<file path="config.mk">
export PLATFORM = sky130hd
export DESIGN_NAME = sio_databuf
export DESIGN_NICKNAME = d
export VERILOG_FILES = /design/src/rtl/sio_databuf_pkg.sv /design/src/rtl/sio_txhold.sv /design/src/rtl/sio_rxfifo.sv /design/src/rtl/sio_irqgate.sv /design/src/rtl/sio_databuf.sv
export SDC_FILE = /design/constraint.sdc
export NUM_CORES = 1
export LEC_CHECK = 0
export ABC_AREA = 1
export BUFFER_PORTS_ARGS = -buffer_cell sky130_fd_sc_hd__buf_2
export CORE_MARGIN = 2
export CORE_UTILIZATION = 25
export CTS_BUF_LIST = sky130_fd_sc_hd__clkbuf_4
export DETAILED_ROUTE_END_ITERATION = 6
export HOLD_SLACK_MARGIN = 0.05
export PLACE_DENSITY_LB_ADDON = 0.25
export SYNTH_ARGS = -nofsm -noshare
export SYNTH_HDL_FRONTEND = slang
export SYNTH_HIERARCHICAL = 1
export SYNTH_SLANG_ARGS = --single-unit
</file>
<file path="constraint.sdc">
create_clock -name clk -period 1.3 [get_ports clk]
set_input_delay 0.13 -clock clk [delete_from_list [all_inputs] [get_ports clk]]
set_output_delay 0.13 -clock clk [all_outputs]
set_load 0.01 [all_outputs]
</file>
<file path="src/rtl/sio_databuf_pkg.sv">
// Package: shared widths and the character-width mask for the serial data buffer.
// Assumes an 8-bit bus and width codes 0..3 meaning 5..8 data bits.
package sio_databuf_pkg;
    localparam int DATA_W = 8;
    localparam int SEL_W  = 2;

    // Mask keeping only the bits of the selected character width.
    function automatic logic [DATA_W-1:0] char_mask(input logic [SEL_W-1:0] sel);
        logic [DATA_W-1:0] m;
        m = {DATA_W{1'b1}} >> (2'd3 - sel);
        return m;
    endfunction
endpackage

</file>
<file path="src/rtl/sio_txhold.sv">
// Module: one-entry transmit holding buffer and transmit-complete flag.
// Accepts a bus write only when empty, hands its content to the shifter when
// the transmitter is enabled and the shifter reports empty. Sets the complete
// flag when a frame ends with nothing held. Assumes single-cycle strobes.
module sio_txhold
    import sio_databuf_pkg::*;
(
    input  logic              clk,
    input  logic              rst_n,
    input  logic              wr,
    input  logic [DATA_W-1:0] wdata,
    input  logic [SEL_W-1:0]  char_bits,
    input  logic              tx_en,
    input  logic              sh_ready,
    input  logic              sh_frame_done,
    input  logic              txc_w1c,
    input  logic              txc_ack,
    output logic              sh_load,
    output logic [DATA_W-1:0] sh_load_data,
    output logic              dre,
    output logic              txc
);
    logic              full_q;
    logic [DATA_W-1:0] data_q;
    logic              accept;
    logic              txc_set;
    logic              txc_clr;

    // Decode of the write acceptance, the load handshake and the flag events.
    always_comb begin
        accept       = wr && !full_q;
        sh_load      = tx_en && full_q && sh_ready;
        sh_load_data = data_q;
        txc_set      = sh_frame_done && !full_q;
        txc_clr      = txc_w1c || txc_ack;
        dre          = !full_q;
    end

    // Holding-buffer occupancy and content.
    always_ff @(posedge clk) begin
        if (!rst_n) begin
            full_q <= 1'b0;
            data_q <= '0;
        end else if (accept) begin
            full_q <= 1'b1;
            data_q <= wdata & char_mask(char_bits);
        end else if (sh_load) begin
            full_q <= 1'b0;
        end
    end

    // Transmit-complete flag, a set in the same cycle beats a clear.
    always_ff @(posedge clk) begin
        if (!rst_n)       txc <= 1'b0;
        else if (txc_set) txc <= 1'b1;
        else if (txc_clr) txc <= 1'b0;
    end

    // a write to a full buffer leaves the stored character unchanged
    a_r3_full_write_dropped: assert property (@(posedge clk) disable iff (!rst_n)
        (wr && !dre) |=> $stable(sh_load_data));

    // a load frees the buffer for the next cycle
    a_r4_load_frees: assert property (@(posedge clk) disable iff (!rst_n)
        sh_load |=> dre);

    // an accepted write makes the buffer full
    a_r2_write_fills: assert property (@(posedge clk) disable iff (!rst_n)
        (wr && dre) |=> !dre);

    // a clear without a concurrent set leaves the flag low
    a_r11_txc_clears: assert property (@(posedge clk) disable iff (!rst_n)
        ((txc_w1c || txc_ack) && !(sh_frame_done && dre)) |=> !txc);
endmodule

</file>
<file path="src/rtl/sio_rxfifo.sv">
// Module: receive queue of DEPTH entries with overrun detection.
// Pops on every bus read that finds data, drops a push that finds it full
// (unless a read frees space in the same cycle) and raises a sticky overrun.
// Receiver disable flushes everything. Head is presented combinationally.
module sio_rxfifo
    import sio_databuf_pkg::*;
#(
    parameter int DEPTH = 2
) (
    input  logic              clk,
    input  logic              rst_n,
    input  logic              rx_en,
    input  logic              push,
    input  logic [DATA_W-1:0] din,
    input  logic [SEL_W-1:0]  char_bits,
    input  logic              rd,
    output logic [DATA_W-1:0] head,
    output logic              not_empty,
    output logic              ovr
);
    localparam int PTR_W = (DEPTH > 1) ? $clog2(DEPTH) : 1;
    localparam int CNT_W = $clog2(DEPTH + 1);
    localparam logic [CNT_W-1:0] FULL_CNT = CNT_W'(DEPTH);
    localparam logic [PTR_W-1:0] LAST_PTR = PTR_W'(DEPTH - 1);

    logic [DATA_W-1:0] mem [DEPTH];
    logic [PTR_W-1:0]  wp_q, rp_q;
    logic [CNT_W-1:0]  cnt_q;
    logic              pop, take, drop;

    // Pop, accept and drop decisions for this cycle.
    always_comb begin
        pop       = rd && (cnt_q != '0);
        take      = rx_en && push && ((cnt_q != FULL_CNT) || pop);
        drop      = rx_en && push && (cnt_q == FULL_CNT) && !pop;
        not_empty = (cnt_q != '0);
        head      = not_empty ? mem[rp_q] : '0;
    end

    // Storage array, written at the write pointer on an accepted push.
    always_ff @(posedge clk) begin
        if (!rst_n) begin
            for (int i = 0; i < DEPTH; i++) mem[i] <= '0;
        end else if (take) begin
            mem[wp_q] <= din & char_mask(char_bits);
        end
    end

    // Pointers and occupancy count, with flush on receiver disable.
    always_ff @(posedge clk) begin
        if (!rst_n || !rx_en) begin
            wp_q  <= '0;
            rp_q  <= '0;
            cnt_q <= '0;
        end else begin
            if (take) wp_q <= (wp_q == LAST_PTR) ? '0 : wp_q + 1'b1;
            if (pop)  rp_q <= (rp_q == LAST_PTR) ? '0 : rp_q + 1'b1;
            if (take && !pop)      cnt_q <= cnt_q + 1'b1;
            else if (pop && !take) cnt_q <= cnt_q - 1'b1;
        end
    end

    // Sticky overrun, cleared by a pop or a flush.
    always_ff @(posedge clk) begin
        if (!rst_n || !rx_en) ovr <= 1'b0;
        else if (drop)        ovr <= 1'b1;
        else if (pop)         ovr <= 1'b0;
    end

    // a dropped push keeps the queue full and raises overrun
    a_r8_drop_keeps_full: assert property (@(posedge clk) disable iff (!rst_n)
        (rx_en && push && !rd && cnt_q == FULL_CNT) |=> (ovr && cnt_q == FULL_CNT));

    // disabling the receiver empties the queue
    a_r9_flush: assert property (@(posedge clk) disable iff (!rst_n)
        !rx_en |=> (!not_empty && !ovr));

    // occupancy never exceeds the depth
    a_r7_no_overflow: assert property (@(posedge clk) disable iff (!rst_n)
        cnt_q <= FULL_CNT);

    // a read of a single entry empties the queue when nothing is pushed
    a_r7_pop_last: assert property (@(posedge clk) disable iff (!rst_n)
        (rx_en && rd && cnt_q == CNT_W'(1) && !push) |=> !not_empty);
endmodule

</file>
<file path="src/rtl/sio_irqgate.sv">
// Module: gates each status flag with its enable to form a request line.
// Assumes flags and enables are level signals; output is combinational.
module sio_irqgate #(
    parameter int N = 3
) (
    input  logic [N-1:0] flags,
    input  logic [N-1:0] enables,
    output logic [N-1:0] reqs
);
    for (genvar g = 0; g < N; g++) begin : g_gate
        // One AND gate per request line.
        always_comb reqs[g] = flags[g] & enables[g];
    end
endmodule

</file>
<file path="src/rtl/sio_databuf.sv">
// Module: top of the shared-address serial data buffer. Routes the single
// data address to the transmit holding buffer (write) and the receive queue
// (read), and exposes the status flags and gated requests.
// Assumes bus strobes last one cycle and shifters follow the handshakes.
module sio_databuf
    import sio_databuf_pkg::*;
#(
    parameter int RX_DEPTH = 2
) (
    input  logic              clk,
    input  logic              rst_n,
    input  logic              bus_wr,
    input  logic [DATA_W-1:0] bus_wdata,
    input  logic              bus_rd,
    output logic [DATA_W-1:0] bus_rdata,
    input  logic [SEL_W-1:0]  char_bits,
    input  logic              tx_en,
    input  logic              rx_en,
    input  logic              sh_ready,
    output logic              sh_load,
    output logic [DATA_W-1:0] sh_load_data,
    input  logic              sh_frame_done,
    input  logic              rx_push,
    input  logic [DATA_W-1:0] rx_data,
    input  logic              txc_w1c,
    input  logic              txc_ack,
    input  logic              ie_rxc,
    input  logic              ie_txc,
    input  logic              ie_dre,
    output logic              rxc_flag,
    output logic              txc_flag,
    output logic              dre_flag,
    output logic              ovr_flag,
    output logic              irq_rxc,
    output logic              irq_txc,
    output logic              irq_dre
);
    localparam int NREQ = 3;
    logic [NREQ-1:0] req_vec;

    sio_txhold u_tx (
        .clk           (clk),
        .rst_n         (rst_n),
        .wr            (bus_wr),
        .wdata         (bus_wdata),
        .char_bits     (char_bits),
        .tx_en         (tx_en),
        .sh_ready      (sh_ready),
        .sh_frame_done (sh_frame_done),
        .txc_w1c       (txc_w1c),
        .txc_ack       (txc_ack),
        .sh_load       (sh_load),
        .sh_load_data  (sh_load_data),
        .dre           (dre_flag),
        .txc           (txc_flag)
    );

    sio_rxfifo #(.DEPTH(RX_DEPTH)) u_rx (
        .clk       (clk),
        .rst_n     (rst_n),
        .rx_en     (rx_en),
        .push      (rx_push),
        .din       (rx_data),
        .char_bits (char_bits),
        .rd        (bus_rd),
        .head      (bus_rdata),
        .not_empty (rxc_flag),
        .ovr       (ovr_flag)
    );

    sio_irqgate #(.N(NREQ)) u_irq (
        .flags   ({dre_flag, txc_flag, rxc_flag}),
        .enables ({ie_dre, ie_txc, ie_rxc}),
        .reqs    (req_vec)
    );

    // Split the gated request vector onto the named outputs.
    always_comb begin
        irq_rxc = req_vec[0];
        irq_txc = req_vec[1];
        irq_dre = req_vec[2];
    end

    // flags hold their reset values on the first cycle after reset
    a_r1_reset_state: assert property (@(posedge clk)
        !rst_n |=> (dre_flag && !rxc_flag && !txc_flag && !ovr_flag));
endmodule

</file>
==> results.md, run 1 <==
| Stage | Result | Reported |
|:---|:---|:---|
| run status | Run status | complete, but fails checks |
| run status | Violations in the final reports | setup timing |
| timing | Tightest slew margin relative to the limit | 83.1% |
| power | Power per standard cell area | 1030 nW/µm² |
| synth | Post-Synth Simple-Gate Area | 31.1% |
| routing | Count of vias placed by the detailed router | 1407 |
| timing | Hold slack | 0.0784 ns |
| routing | Post-detailed-route via-to-cell ratio | 4.16 |
| synth | Cells after Synth | 178 |
| floorplanning | Y dimension of the die | 82.1 µm |
| global route | Antenna violations before repair | 0 |
| synth | Number of nets produced by synthesis | 211 |
| global route | First-pass GRT wire length | 5.35 mm |
| timing | Worst clock skew on the final layout | 0.0120 ns |
| clock network | CTS Buf Count | 5 |
| timing | Transition time at the pin with the least slew margin | 0.251 ns |
| synth | YS warnings | 6 |
| power | Leakage component of the power | 1.08 nW |
| timing | Number of pins with negative max-slew slack in the final report | 0 |
| global route | Number of global-route vias before repair | 1239 |
| floorplanning | Total number of placement rows | 28 |
| routing | Wire length per cell after detailed routing | 10.3 µm |
| hold path | Type of the worst min-delay path | input pin to register |
| cells and area | Diodes inserted | 0 |
| placement | Cell total after placement | 316 |
| cells and area | Utilization after layout | 38.4% |
| clock network | # H-tree levels | 2 |
| setup path | Endpoint type of the worst setup path | output port |
| synth | Synthesized-area fraction occupied by ao, oa, aoi and oai cells | 8.29% |
| synth | Area contributors post-synth | edfxtp_1 (32%), dfxtp_1 (21%), nand2_1 (9.6%), nor2_1 (8.1%), inv_1 (5.4%) |
| power | Max rail drop VDD | 563 µV |
| synth | Synth area leader | edfxtp_1 |
| setup path | Worst Path Arrival | 1.20 ns |
| setup path | Crit start category | register |
| synth | Share of Yosys cell area claimed by the top area cell type | 31.5% |
| timing | RSZ-0062 raised after global routing | true |
| synth | Share of synthesized cell area in full adder, half adder and majority cells | 0.821% |
| synth | Cell Area, Synth | 1520 µm² |
| setup path | CP Max Fanout | 8 |
| synth | Synth Area in XOR/XNOR | 0% |
| clock network | Clock Pin Slew Worst Setup and Hold Paths | 0.12 ns |
| clock network | TritonCTS clock tree | built |
| floorplanning | IO Pins | 56 |
| power | Switching part of the total | 26.9% |
| clock network | Clock Sinks | 32 |
| timing | Minimum setup slack in the final design | -0.0273 ns |
| placement | Placer Congestion | 0.726 |
| global route | Pin count of the biggest net entering global routing | 12 |
| timing | Shortest clock period the worst path allows after layout | 1.33 ns |
| routing | Post-DRT Antenna Nets | 0 |
| timing | Number of setup violations in the final report | 9 |
| clock network | Later-pin clock latency in the skew report | 0.34 ns |
| cells and area | Area Growth Syn to Fin | 49.1% |
| floorplanning | Placeable core area | 5920 µm² |
| synth | Total of flip-flops plus latches after synthesis | 32 |
| power | Switching power of the nets | 631 µW |
| routing | Total length of routed wires | 3.48 mm |
| floorplanning | Effective utilization at floorplan | 25.7% |
| routing | Number of violations reported at the end of detailed-routing iteration 0 | 36 |
| timing | Achievable clock frequency | 753 MHz |
| setup path | Worst Path Class, Setup | register to output port |
| power | Clock power share | 33.2% |
| clock network | Maximum buffer depth of the clock tree | 2 |
| cells and area | Count of non-filler cells in the finished layout | 338 |
| global route | Global-route congestion overflow total | 0 |
| placement | Port-buffer cells | 55 |
| cells and area | Total Nets Final | 295 |
| power | Relative contribution of sequential cells to total power | 48.8% |
| global route | GRT Overall Usage | 10.7% |
| routing | Number of remaining DRC errors | 0 |
| power | Internal power component | 1.71 mW |
| floorplanning | DIE WIDTH | 82.1 µm |
| floorplanning | Total die area | 6740 µm² |
| timing | Number of hold-slack violations in the final timing report | 0 |
| clock network | Buffer cell driving the clock tree root | clkbuf_4 |
| synth | Main combinational cell family by area after synthesis | simple AND/OR/NAND/NOR gates |
| cells and area | Share of layout cells above drive strength 1 | 47.1% |
| synth | Sequential cell area fraction in the yosys report | 52.5% |
| routing | DRT Pass-1 Iters | 4 |
| power | Fraction of power consumed by combinational cells | 18.0% |
| flow run | Max-capacitance violation count | 0 |
| placement | Sum of net half-perimeters after detailed placement | 2.46 mm |
| setup path | Required time at the endpoint of the critical path | 1.17 ns |
| synth | Post-Synthesis Mean Instance Area | 8.56 µm² |
| timing | Portion of the clock cycle consumed by the worst path in the final layout | 102% |
| synth | Multiplexer fraction of the synthesized cell area | 0% |
| synth | Distinct cell type count after synthesis | 23 |
-- layout by cell type, fill, tap and decap left out, types with 2 or more instances in the layout --
| cell type | Yosys | routed |
|---|---|---|
| buf_2 | 1 | 55 |
| nand2_1 | 39 | 33 |
| nor2_1 | 33 | 33 |
| inv_1 | 22 | 20 |
| edfxtp_1 | 16 | 16 |
| dfxtp_1 | 16 | 12 |
| buf_4 | 1 | 10 |
| dlygate4sd3_1 | 0 | 9 |
| nand2_2 | 3 | 8 |
| a21oi_2 | 0 | 8 |
| nor2_2 | 7 | 7 |
| clkbuf_4 | 0 | 5 |
| o21ai_2 | 5 | 5 |
| inv_2 | 4 | 4 |
| nand3_1 | 5 | 4 |
| buf_6 | 0 | 3 |
| o21ai_0 | 4 | 3 |
| a21oi_1 | 11 | 3 |
| dfxtp_4 | 0 | 3 |
| inv_4 | 0 | 2 |
| nand2_4 | 1 | 2 |
| nor2_4 | 2 | 2 |
| nand4_4 | 2 | 2 |
| buf_12 | 0 | 2 |
-- power by group through the flow --
stage	Combinational [mW]	Clock (mW)	Sequential, mW
after floorplan	0.189	0	1.18
after global placement	0.367	0	1.17
after detailed placement	0.369	0	1.17
after CTS	0.414	0.799	1.14
after global routing	0.471	0.840	1.15
final	0.422	0.777	1.14
-- cell families (layout without fill, tap and decap cells) --
group	Yosys count	in the layout
AOI/OAI and AO/OA	21	21
adders and majority gates	1	1
buffers and inverters	28	113
DFF	32	32
and+or+nand+nor	96	96
-- registers in the layout, summed over array words and instances, names as in the netlist, named ones only --
register	flops
u_rx/wp_q	1
u_rx/ovr	1
u_tx/full_q	1
u_rx/mem	16
u_rx/cnt_q	2
u_tx/sh_load_data	8
u_rx/rp_q	1
u_tx/txc	1
-- per-layer routing --
metal | part of all wire [%] | GRT usage [%] | vias to the layer above | routed length [µm]
met5 | 0 | 0 | - | 0
li1 | - | - | 737 | -
met4 | 1.2 | 3.50 | 0 | 42
met2 | 50 | 19.3 | 45 | 1740
met3 | 7.4 | 4.29 | 4 | 257
met1 | 41 | 11.3 | 621 | 1430
-- cells in the mapped netlist (all sizes together) --
cell    count
nand4       3
nor2       42
nand3b      2
o21ai       9
nand2      43
edfxtp     16
a21boi      1
ha          1
buf         2
nand3       5
inv        26
a21oi      11
dfxtp      16
and3        1
-- path summary, 6_finish.rpt --
check | slack, ns | start | endpoint | depth (start not counted)
worst max register to register | 0.02 | u_rx/cnt_q[0] | u_rx/cnt_q[1] | 9
worst min register to register | 0.49 | u_tx/sh_load_data[6] | u_tx/sh_load_data[6] | 2
worst min-delay path | 0.08 | tx_en | u_tx/full_q | 3
worst max-delay path | -0.03 | u_rx/cnt_q[0] | bus_rdata[7] | 4
-- worst max-delay path, stage by stage (launching register included) --
cell,delay (ns)
dfxtp_4,0.40
nor2_4,0.04
buf_6,0.14
a21oi_2,0.12
buf_2,0.15
-- repair_timing --
| item | 4_1_cts | 5_1_grt |
|---|---|---|
| gates resized for setup | 17 | 12 |
| buffers inserted | 3 | 2 |
| hold endpoints to repair | 7 | 0 |
| hold buffers | 9 | 0 |
| pin swaps | 5 | 5 |
| endpoints found under the setup margin | 10 | 14 |
| cloned | 0 | 0 |
-- layout make-up --
cell class / instances / area (µm²)
clock buffer: 5 / 37.5
clock inverter: 3 / 42.5
fill: 611 / 3650
inverter: 26 / 103
multi-input combinational: 118 / 668
sequential: 32 / 813
tap: 75 / 93.8
timing repair buffer: 79 / 514
-- through the flow --
step / cell area [µm²] / setup TNS (ns) / power (mW) / setup WS (ns)
after global placement: 1980 / 0 / 1.54 / 0.0268
after floorplan: 1530 / 0 / 1.36 / 0.0153
after detailed placement: 1980 / -0.00470 / 1.54 / -0.00470
after global routing: 2270 / -0.815 / 2.46 / -0.0985
final: 2270 / -0.0959 / 2.34 / -0.0273
after CTS: 2220 / -0.199 / 2.36 / -0.0337
Power figures use the tool's default switching activity.
==> run 2, diff against run 1 <==
--- a/config.mk
+++ b/config.mk
@@ -7,12 +7,13 @@
 export LEC_CHECK = 0
 export ABC_AREA = 1
 export BUFFER_PORTS_ARGS = -buffer_cell sky130_fd_sc_hd__buf_2
-export CORE_MARGIN = 2
+export CORE_MARGIN = 1.5
 export CORE_UTILIZATION = 25
 export CTS_BUF_LIST = sky130_fd_sc_hd__clkbuf_4
 export DETAILED_ROUTE_END_ITERATION = 6
 export HOLD_SLACK_MARGIN = 0.05
 export PLACE_DENSITY_LB_ADDON = 0.25
+export REMOVE_ABC_BUFFERS = 1
 export SYNTH_ARGS = -nofsm -noshare
 export SYNTH_HDL_FRONTEND = slang
 export SYNTH_HIERARCHICAL = 1
==> run 2 against run 1 <==
  * The run still ends with setup timing left
  * Hold slack gained 0.015 ns
  * Sequential share of layout area shrank 0.13 points
  * Critical path depth grew 2
  * Wire length shrank 0.92%
  * Cell area is essentially flat
  * Non-clock buffer count is the same
  * Flip-flop and latch count is the same
  * Utilization grew 0.25 points
  * Power shrank 0.70%
  * Register-to-register slack gained 0.02 ns
  * Critical path type unchanged
  * Highest routed layer unchanged
==> results.md, run 2 (synthesized netlist as in run 1, its figures left out) <==
| Stage | Result | Reported |
|:---|:---|:---|
| setup path | Endpoint type of the worst setup path | output port |
| setup path | Worst Path Class, Setup | register to output port |
| flow run | Max-capacitance violation count | 0 |
| floorplanning | Total die area | 6570 µm² |
| routing | Total length of routed wires | 3.44 mm |
| cells and area | Most common cell after layout, fill and taps aside | buf_2 |
| cells and area | Diodes inserted | 0 |
| power | Internal power component | 1.72 mW |
| power | Leakage component of the power | 1.07 nW |
| timing | Achievable clock frequency | 763 MHz |
| global route | Antenna violations before repair | 0 |
| cells and area | Share of layout cells above drive strength 1 | 46.0% |
| floorplanning | DIE WIDTH | 81.1 µm |
| floorplanning | Effective utilization at floorplan | 25.9% |
| power | Max rail drop VDD | 456 µV |
| clock network | # H-tree levels | 2 |
| cells and area | Total Nets Final | 295 |
| power | Switching part of the total | 26.2% |
| floorplanning | Placeable core area | 5890 µm² |
| run status | Run status | complete, but fails checks |
| clock network | Setup Fix Bufs, Post-CTS | 0 |
| hold path | Number of cells traversed by the worst hold path | 3 |
| clock network | TritonCTS clock tree | built |
| timing | Tightest slew margin relative to the limit | 82.2% |
| timing | Portion of the clock cycle consumed by the worst path in the final layout | 101% |
| global route | Pin count of the biggest net entering global routing | 12 |
| timing | Minimum setup slack in the final design | -0.0114 ns |
| routing | Count of vias placed by the detailed router | 1395 |
| timing | Number of setup violations in the final report | 6 |
| setup path | Worst Reg-to-Reg Cells | 9 |
| global route | Global-route congestion overflow total | 0 |
| timing | Number of pins with negative max-slew slack in the final report | 0 |
| global route | First-pass GRT wire length | 5.58 mm |
| hold path | Type of the worst min-delay path | input pin to register |
| clock network | Clock Sinks | 32 |
| timing | Transition time at the pin with the least slew margin | 0.264 ns |
| cells and area | Area of the multi-input gates | 659 µm² |
| cells and area | Layout filler cell count | 627 |
| global route | GRT Overall Usage | 11.4% |
| routing | Number of violations reported at the end of detailed-routing iteration 0 | 24 |
| global route | Number of global-route vias before repair | 1318 |
| setup path | Required time at the endpoint of the critical path | 1.17 ns |
| power | Clock power share | 32.6% |
| clock network | Maximum buffer depth of the clock tree | 2 |
| setup path | CP Max Fanout | 4 |
| power | Switching power of the nets | 610 µW |
| cells and area | Number of flip-flops in the largest register | 16 |
| routing | Post-detailed-route via-to-cell ratio | 4.13 |
| cells and area | FF/Latch Area | 811 µm² |
| power | Fraction of power consumed by combinational cells | 18.3% |
| setup path | Worst Path Arrival | 1.18 ns |
| cells and area | Commonest cells after routing, fill and taps aside | buf_2 (54), nand2_1 (36), nor2_1 (33), inv_1 (19), edfxtp_1 (16) |
| timing | Worst clock skew on the final layout | 0.00996 ns |
| routing | Number of remaining DRC errors | 0 |
| run status | Violations in the final reports | setup timing |
| floorplanning | IO Pins | 56 |
| routing | Post-DRT Antenna Nets | 0 |
| clock network | Clock Pin Slew Worst Setup and Hold Paths | 0.11 ns |
| placement | Port-buffer cells | 55 |
| clock network | Later-pin clock latency in the skew report | 0.33 ns |
| timing | Shortest clock period the worst path allows after layout | 1.31 ns |
| timing | Number of hold-slack violations in the final timing report | 0 |
| placement | Placer Congestion | 0.696 |
| clock network | CTS Buf Count | 5 |
| routing | Wire length per cell after detailed routing | 10.2 µm |
| power | Power per standard cell area | 1020 nW/µm² |
| floorplanning | Total number of placement rows | 28 |
| cells and area | Reg with most FFs | u_rx/mem |
| floorplanning | Y dimension of the die | 81.1 µm |
| placement | Sum of net half-perimeters after detailed placement | 2.50 mm |
| timing | Setup TNS | -0.0360 ns |
| placement | Pre-CTS setup slack | -0.0263 ns |
| timing | RSZ-0062 raised after global routing | true |
| cells and area | Area Growth Syn to Fin | 49.2% |
| routing | DRT Pass-1 Iters | 4 |
| power | Relative contribution of sequential cells to total power | 49.1% |
| setup path | Crit start category | register |
| clock network | Buffer cell driving the clock tree root | clkbuf_4 |
-- run 2: cell counts in the layout (fill, tap and decap cells not counted) --
No cell type changed its count.
-- run 2: final cells by class --
type,count,share of cell area [%]
flip-flops and latches,32,35.7
inverters,26,4.40
multi-input cells,118,29.0
repair buffers,79,23.3
clock inverters,3,1.87
clock buffers,5,1.65
well taps,75,4.13
-- run 2: power groups by stage --
stage                     clock, mW  sequential, mW  combinational [mW]
after floorplan                   0            1.18               0.181
after global placement            0            1.17               0.381
after detailed placement          0            1.17               0.383
after CTS                     0.805            1.14               0.421
after global routing          0.844            1.15               0.471
final                         0.758            1.14               0.426
-- run 2: worst max-delay path, stage by stage, from the launching register on --
cell     delay (ns)
dfxtp_4        0.38
nor2_4         0.13
inv_2          0.05
buf_6          0.11
nand2_2        0.05
inv_2          0.03
buf_6          0.10
-- run 2: timing repair --
item / CTS / global route
pin swaps: 3 / 2
hold endpoints to repair: 7 / 0
resized for setup: 18 / 7
hold buffers: 9 / 0
setup endpoints to repair: 13 / 16
-- run 2: metal layers --
| metal | vias to the layer above | GRT usage [%] | share of wire [%] |
|---|---|---|---|
| met5 | - | 0 | 0 |
| met4 | 0 | 7.24 | 2.5 |
| met3 | 7 | 2.58 | 5.6 |
| met2 | 44 | 20.3 | 49 |
| met1 | 608 | 12.1 | 43 |
| li1 | 736 | - | - |
-- run 2: through the flow --
stage / util, % / power, mW / hold slack (ns) / instance area (µm²) / std cells
final: 38.6 / 2.33 / 0.0935 / 2270 / 338
after global placement: 34.5 / 1.55 / 0.364 / 2030 / 321
after floorplan: - / 1.36 / 0.246 / 1510 / 176
after CTS: 38.2 / 2.37 / 0.0784 / 2250 / 338
after detailed placement: 34.5 / 1.55 / 0.375 / 2030 / 321
after global routing: 38.6 / 2.47 / 0.0928 / 2270 / 338
-- run 2: path summary, 6_finish.rpt --
| path | start | endpoint | slack, ns |
|---|---|---|---|
| max | u_rx/cnt_q[0] | irq_rxc | -0.01 |
| min | tx_en | u_tx/full_q | 0.09 |
| max reg2reg | u_rx/cnt_q[0] | u_rx/cnt_q[1] | 0.04 |
| min reg2reg | u_tx/sh_load_data[6] | u_tx/sh_load_data[6] | 0.48 |
